$ cat src/rtl/port_ctl_pkg.sv
package port_ctl_pkg;
  localparam int CTL_W      = 32;
  localparam int BIT_PRST   = 0;
  localparam int BIT_DRST   = 1;
  localparam int BIT_INIT   = 2;
  localparam int BIT_WOC    = 3;
  localparam int BIT_RESUME = 6;
  localparam int BIT_ACT32  = 10;
  localparam int BIT_PMEN   = 13;
  localparam int BIT_READY  = 31;

  localparam logic [CTL_W-1:0] BUSY_MASK =
    (CTL_W'(1) << BIT_PRST) | (CTL_W'(1) << BIT_DRST) | (CTL_W'(1) << BIT_INIT);
  localparam logic [CTL_W-1:0] PERSIST_MASK =
    (CTL_W'(1) << BIT_WOC) | (CTL_W'(1) << BIT_RESUME) |
    (CTL_W'(1) << BIT_ACT32) | (CTL_W'(1) << BIT_PMEN);
  localparam logic [CTL_W-1:0] WR_MASK = BUSY_MASK | PERSIST_MASK;

  typedef struct packed {
    logic             setEn;
    logic             clrEn;
    logic [CTL_W-1:0] bits;
  } ctlStrobe_t;
endpackage

$ cat src/rtl/port_ctl_decode.sv
module port_ctl_decode
  import port_ctl_pkg::*;
#(
  parameter int ADDR_W  = 13,
  parameter int SET_OFS = 'h1000,
  parameter int CLR_OFS = 'h1004
) (
  input  logic [ADDR_W-1:0] busAddr,
  input  logic              busWrEn,
  input  logic [CTL_W-1:0]  busWrData,
  output ctlStrobe_t        strobe,
  output logic              rdSel
);
  localparam logic [ADDR_W-1:0] SET_A = ADDR_W'(SET_OFS);
  localparam logic [ADDR_W-1:0] CLR_A = ADDR_W'(CLR_OFS);

  logic hitSet;
  logic hitClr;

  always_comb begin
    hitSet       = (busAddr == SET_A);
    hitClr       = (busAddr == CLR_A);
    strobe.setEn = busWrEn && hitSet;
    strobe.clrEn = busWrEn && hitClr;
    strobe.bits  = busWrData & WR_MASK;
    rdSel        = hitSet;
  end
endmodule

$ cat src/rtl/port_ctl_datapath.sv
module port_ctl_datapath
  import port_ctl_pkg::*;
#(
  parameter int RST_CYCLES  = 16,
  parameter int INIT_CYCLES = 16
) (
  input  logic             clk,
  input  logic             rstN,
  input  ctlStrobe_t       strobe,
  output logic [CTL_W-1:0] ctlBits,
  output logic             portReady
);
  localparam int NUM_TIMED = 3;
  localparam int MAX_LIM   = (RST_CYCLES > INIT_CYCLES) ? RST_CYCLES : INIT_CYCLES;
  localparam int CNT_W     = (MAX_LIM < 2) ? 1 : $clog2(MAX_LIM + 1);

  logic [CTL_W-1:0]     ctlQ;
  logic [CTL_W-1:0]     ctlNext;
  logic [CTL_W-1:0]     expireVec;
  logic [NUM_TIMED-1:0] expireBit;
  logic                 readyQ;

  for (genvar g = 0; g < NUM_TIMED; g++) begin : gTimer
    localparam int BITPOS = (g == 0) ? BIT_PRST : (g == 1) ? BIT_DRST : BIT_INIT;
    localparam int LIMIT  = (g == 2) ? INIT_CYCLES : RST_CYCLES;
    logic [CNT_W-1:0] cnt;

    assign expireBit[g] = ctlQ[BITPOS] && (cnt == CNT_W'(LIMIT - 1));

    always_ff @(posedge clk) begin
      if (!rstN)                           cnt <= '0;
      else if (!ctlQ[BITPOS] || expireBit[g]) cnt <= '0;
      else                                 cnt <= cnt + 1'b1;
    end
  end

  always_comb begin
    expireVec           = '0;
    expireVec[BIT_PRST] = expireBit[0];
    expireVec[BIT_DRST] = expireBit[1];
    expireVec[BIT_INIT] = expireBit[2];
    ctlNext = ctlQ & ~expireVec;
    if (strobe.clrEn) ctlNext = ctlNext & ~strobe.bits;
    if (strobe.setEn) ctlNext = ctlNext | strobe.bits;
    ctlNext = ctlNext & WR_MASK;
  end

  always_ff @(posedge clk) begin
    if (!rstN) begin
      ctlQ   <= CTL_W'(1) << BIT_PRST;
      readyQ <= 1'b0;
    end else begin
      ctlQ   <= ctlNext;
      readyQ <= ~|(ctlQ & BUSY_MASK);
    end
  end

  assign ctlBits   = ctlQ;
  assign portReady = readyQ;
endmodule

$ cat src/rtl/port_ctl_top.sv
module port_ctl_top
  import port_ctl_pkg::*;
#(
  parameter int ADDR_W      = 13,
  parameter int SET_OFS     = 'h1000,
  parameter int CLR_OFS     = 'h1004,
  parameter int RST_CYCLES  = 16,
  parameter int INIT_CYCLES = 16
) (
  input  logic              clk,
  input  logic              rstN,
  input  logic [ADDR_W-1:0] busAddr,
  input  logic              busWrEn,
  input  logic [31:0]       busWrData,
  output logic [31:0]       busRdData
);
  ctlStrobe_t       strobe;
  logic             rdSel;
  logic [CTL_W-1:0] ctlBits;
  logic             portReady;

  port_ctl_decode #(.ADDR_W(ADDR_W), .SET_OFS(SET_OFS), .CLR_OFS(CLR_OFS)) uDecode (
    .busAddr(busAddr), .busWrEn(busWrEn), .busWrData(busWrData),
    .strobe(strobe), .rdSel(rdSel)
  );

  port_ctl_datapath #(.RST_CYCLES(RST_CYCLES), .INIT_CYCLES(INIT_CYCLES)) uPath (
    .clk(clk), .rstN(rstN), .strobe(strobe),
    .ctlBits(ctlBits), .portReady(portReady)
  );

  always_comb begin
    busRdData = '0;
    if (rdSel) begin
      busRdData            = ctlBits;
      busRdData[BIT_READY] = portReady;
    end
  end
endmodule

$ cat config.mk
export PLATFORM = sky130hd
export DESIGN_NAME = port_ctl_top
export DESIGN_NICKNAME = d
export VERILOG_FILES = /design/src/rtl/port_ctl_pkg.sv /design/src/rtl/port_ctl_decode.sv /design/src/rtl/port_ctl_datapath.sv /design/src/rtl/port_ctl_top.sv
export SDC_FILE = /design/constraint.sdc
export NUM_CORES = 1
export LEC_CHECK = 0
export BUFFER_PORTS_ARGS = -buffer_cell sky130_fd_sc_hd__buf_2
export CAP_MARGIN = 10
export CORE_UTILIZATION = 42
export CTS_CLUSTER_DIAMETER = 80
export CTS_CLUSTER_SIZE = 25
export DETAILED_ROUTE_END_ITERATION = 12
export GPL_ROUTABILITY_DRIVEN = 0
export PLACE_DENSITY = 0.75
export SLEW_MARGIN = 25
export SYNTH_ARGS = -nofsm -noshare
export SYNTH_HDL_FRONTEND = slang
export SYNTH_SLANG_ARGS = --single-unit
$ cat constraint.sdc
create_clock -name clk -period 1.5 [get_ports clk]
set_input_delay 0.3 -clock clk [delete_from_list [all_inputs] [get_ports clk]]
set_output_delay 0.3 -clock clk [all_outputs]
set_load 0.01 [all_outputs]
### Word level (Yosys, flattened, before mapping)

Index checks and enable logic that the tools add are counted.

* input port bits: 48
* bits in registers: 23
* output and inout port bits: 32

* reductions and logical operators: 16
* muxes and demuxes: 3
* bitwise logic cells: 6
* equal/unequal tests: 5
* $add $sub $neg: 3

Operators with widths (count)
* $mux 32: 1
* $and 14x14->14: 2
* $mux 14: 2
* $eq 13x13->1 const B: 2
* $add 5x1->5 const B: 3
* $eq 5x4->1 const B: 3
* $not 14->14: 1
* $not 3->14: 1
* $or 14x14->14: 1
* $reduce_or 2->1: 3
* $logic_and 1x1->1: 5
* $logic_not 1->1: 4
* $logic_or 1x1->1: 3
* $reduce_or 3->1: 1
* $not 1->1: 1

### Longest topological paths before layout

* depth in word-level cells: 8
* mapped depth: 5
* mapped depth without buffers: 5

### Modules after synthesis

Synthesis repeated with hierarchy kept, for this count alone.

* cells, all modules: 194
* area, all modules: 1717.9 µm²

By module, submodules not included
* port_ctl_datapath: area each 1146.1 µm², seq. area each 460.4 µm², instances 1, cells an instance 117
* port_ctl_decode: area each 316.6 µm², seq. area each 0.0 µm², instances 1, cells an instance 42
* port_ctl_top: area each 255.2 µm², seq. area each 0.0 µm², instances 1, cells an instance 35

### Worst setup path before layout

OpenSTA, ideal clock, no wires.

* path type: in2out
* start point: input port busAddr[3]
* end point: output port busRdData[0]
* required time: 1.200 ns
* data arrival time: 1.160 ns
* stages: 3
* setup slack: 0.040 ns
* buffers on the path: 0
* cells stage by stage: nor4_4 and4_4 and2_1

* longest elaborated chain between the ends: 2

RTL lines
* start: declaration: RTL line port_ctl_top.sv:12 `input logic [ADDR_W-1:0] busAddr,`
* $eq 13x13->1: RTL line port_ctl_decode.sv:21 `hitSet = (busAddr == SET_A);`
* $mux 32: RTL line port_ctl_top.sv:34 `if (rdSel) begin`
* end: declaration: RTL line port_ctl_top.sv:15 `output logic [31:0] busRdData`

Every way passes these cells.

### Worst setup path in the final report

* start point: input port busAddr[3]
* end point: output port busRdData[31]

Same word-level chain as after synthesis.

==> out/results.ini <==
[outcome]
status = finished with violations
failed_checks = DRC, setup timing

[final_layout]
final_net_count = 232
fraction_of_layout_cells_with_a_size_suffix_above_1_pct = 32.2
n_antenna_cell = 0
area_growth_pct = 22.0
finish.instance_area_sq_mm = 0.00154
finish.cell_count_without_fillers = 208

[grt]
grt_pass1_vias = 946
grt_max_degree = 13
grt_first_pass_wirelength_microns = 3810
initial_antenna_violation_count = 0
track_usage_pct = 14.9
globalRouteOverflowTotal = 0

[power]
p_total_mw = 1.02
irDropWorstVdd_mv = 0.664
total_leakage_power_nw = 0.742
powerDensity_mw_per_mm2 = 662

[clocking]
clock_insertion_delay_worst_skew_ns = 0.30
cts.clk_slew.worst_paths_ns = 0.11
numCtsBuffers = 3
ctsLongestPathBuffers = 2
cts_tree = yes
cts_max_level = 1
clock-root-buffer = sky130_fd_sc_hd__clkbuf_4
clock_sinks = 23

[route]
num_vias = 985
detail_route.drc_violations = 18
routedWlPerCell_microns = 10.1
drt_wirelength_microns = 2100
viasPerCell = 4.74
drt-initial-drc-count = 42
detailedRoute.firstPassIterationCount = 8
postRouteAntennaNets = 0

[synth]
yosys.cell_count.top_type = sky130_fd_sc_hd__buf_4
synth-edff-count = 0
ys_top_cells_by_count = sky130_fd_sc_hd__buf_4, sky130_fd_sc_hd__dfxtp_1, sky130_fd_sc_hd__nor2_1
synthDominantAreaCellType = sky130_fd_sc_hd__dfxtp_1
asyncSetResetFlopFracSynth_pct = 0
synth.avg_cell_area_sq_um = 9.29
synth_seq_cells = 23
dominantRegCellSynth = sky130_fd_sc_hd__dfxtp_1
count_of_synthesis_stage_warnings_from_yosys = 0
synth.top_cell.area_share_pct = 36.4
ys_seq_area_share_pct = 36.4
syn-instance-count = 136
yosys-top-cells-area = sky130_fd_sc_hd__dfxtp_1, sky130_fd_sc_hd__buf_4, sky130_fd_sc_hd__ha_1
synth.lib_cells_used.distinct = 24
synthesis.area_sq_mm = 0.00126

[critical_path]
crit_path_top_delay_cell = sky130_fd_sc_hd__and4_4
timing.critical_path.mode_cell = sky130_fd_sc_hd__buf_6
timing.critical_path.fanout_max = 8
rr_worst_depth = 5
worst-endpoint-required_ns = 1.20
endpoint_kind = output pin
worst-setup-path-type = input port to output pin
crit_cells = 6
cp_cell_sequence = buf_6 > nor4_4 > buf_4 > and4_4 > and2_4 > buf_6
critical_path.max_stage_delay_ns = 0.27
critPathTopFamily = simple AND/OR/NAND/NOR gates
critical_path_buf_inv_count = 3
crit_arrival_ns = 1.34
timing.critical_path.from_type = input port

[die]
fp.dieArea_sq_mm = 0.00323
die_y_microns = 56.9
start_util_pct = 45.0
fp-row-count = 19
count_of_boundary_i_o_pins = 80
core_sq_mm = 0.00281
chipWidth_microns = 56.9

[placed_design]
dp.final_hpwl_microns = 1700
portBuffers = 30
post-place-cells = 202
post_dp_cell_area_sq_mm = 0.00141

[sta]
final_period_minus_worst_setup_slack_ns = 1.64
final-hold-violation-count = 0
grt_setup_unrepaired = yes
totalNegativeSetupSlack_ns = -1.09
fmax_mhz = 610
fin_ws_ns = -0.140
timing.clock.skew_ns = 0.00537
setup_viol = 8
finalCritPeriodShare_pct = 109
hold_slack_ns = 0.304
drv_slew = 0

[min_path]
worst_hold_path_type = input port to flip-flop
min_delay_path_depth = 3

[job]
max_cap_violations = 0

==> worst paths after layout <==
| kind | to | slack (ns) | start |
|---|---|---|---|
| setup / recovery | busRdData[31] | -0.14 | busAddr[3] |
| hold / removal | uPath.ctlBits[0] | 0.30 | busAddr[2] |
| setup reg to reg | uPath.ctlBits[1] | 0.12 | uPath.gTimer[1].cnt[0] |
| hold reg to reg | uPath.gTimer[2].cnt[0] | 0.43 | uPath.gTimer[2].cnt[0] |
==> stage by stage <==
step	utilization (%)	setup WS [ns]
floorplan	-	0.0398
global placement	50.2	-0.161
detailed placement	50.2	-0.181
CTS	52.8	-0.158
global route	55.0	-0.191
finish	55.0	-0.140
==> cell families (layout without fill, tap and decap cells) <==
kind of cell    after synthesis  after routing  share of synthesized area (%)
flops                        23             23                           36.4
simple gates                 60             60                           30.5
mux                           7              7                           5.64
other cells                   1             24                          0.297
fa+ha+maj                     6              6                           5.94
xor+xnor                      6              6                           4.16
compound gates                1              1                          0.396
buf+inv                      32             50                           16.6
==> worst min-delay path, delay by kind of cell <==
family / cells / cell delay (ns)
buffers and inverters: 1 / 0.12
AND/OR/NAND/NOR: 1 / 0.05
multiplexers: 1 / 0.12
==> power by group <==
| group | total [mW] | switching [mW] | leakage [nW] | internal, mW |
|---|---|---|---|---|
| Sequential | 0.622 | 0.00449 | 0.187 | 0.617 |
| Combinational | 0.124 | 0.0704 | 0.540 | 0.0537 |
| Clock | 0.274 | 0.170 | 0.0150 | 0.104 |
| Total | 1.02 | 0.245 | 0.742 | 0.775 |
==> metal layers <==
layer | vias to the layer above | share of wire (%) | global-route usage (%)
met5 | - | 0 | 0
met3 | 4 | 6.2 | 5.53
met2 | 31 | 53 | 29.3
met4 | 0 | 0.86 | 1.74
li1 | 499 | - | -
met1 | 451 | 40 | 15.2
==> cell type report <==
cell class                 count  area [sq um]
tap                           31          38.8
inverter                       7          26.3
clock buffer                   4          26.3
fill                         261          1260
timing repair buffer          39           280
multi-input combinational    104           707
sequential                    23           463
==> placed cells by master (no fill, tap or decap) <==
cell type                  instances
sky130_fd_sc_hd__nand4_1           7
sky130_fd_sc_hd__nand3b_1          3
sky130_fd_sc_hd__buf_2            20
sky130_fd_sc_hd__buf_4             9
sky130_fd_sc_hd__and2_1            1
sky130_fd_sc_hd__and2_4            7
sky130_fd_sc_hd__xor2_1            3
sky130_fd_sc_hd__and3_4            1
sky130_fd_sc_hd__mux2i_1           6
sky130_fd_sc_hd__ha_2              2
sky130_fd_sc_hd__dfxtp_1          21
sky130_fd_sc_hd__inv_1             7
sky130_fd_sc_hd__and4b_1           7
sky130_fd_sc_hd__nor2_1           17
sky130_fd_sc_hd__xnor2_1           3
sky130_fd_sc_hd__nand2b_1          1
sky130_fd_sc_hd__buf_6            10
sky130_fd_sc_hd__conb_1           24
sky130_fd_sc_hd__o21ai_0           1
sky130_fd_sc_hd__nand2_1           5
sky130_fd_sc_hd__nor4b_1           2
sky130_fd_sc_hd__and3_1            2
sky130_fd_sc_hd__clkbuf_4          3
sky130_fd_sc_hd__nor3_1            1
sky130_fd_sc_hd__and4_4            1
sky130_fd_sc_hd__nor4_4            2
sky130_fd_sc_hd__clkbuf_1          1
sky130_fd_sc_hd__nand3_1           3
sky130_fd_sc_hd__mux2_1            1
sky130_fd_sc_hd__dfxtp_2           2
sky130_fd_sc_hd__ha_1              4
==> what timing repair did <==
action	CTS	global route
cloned	0	0
pin swaps	9	3
endpoints found under the setup margin	8	16
buffers inserted	0	2
hold buffers	0	0
gates resized for setup	10	12
Note: power is estimated with default switching activity, not from simulation.
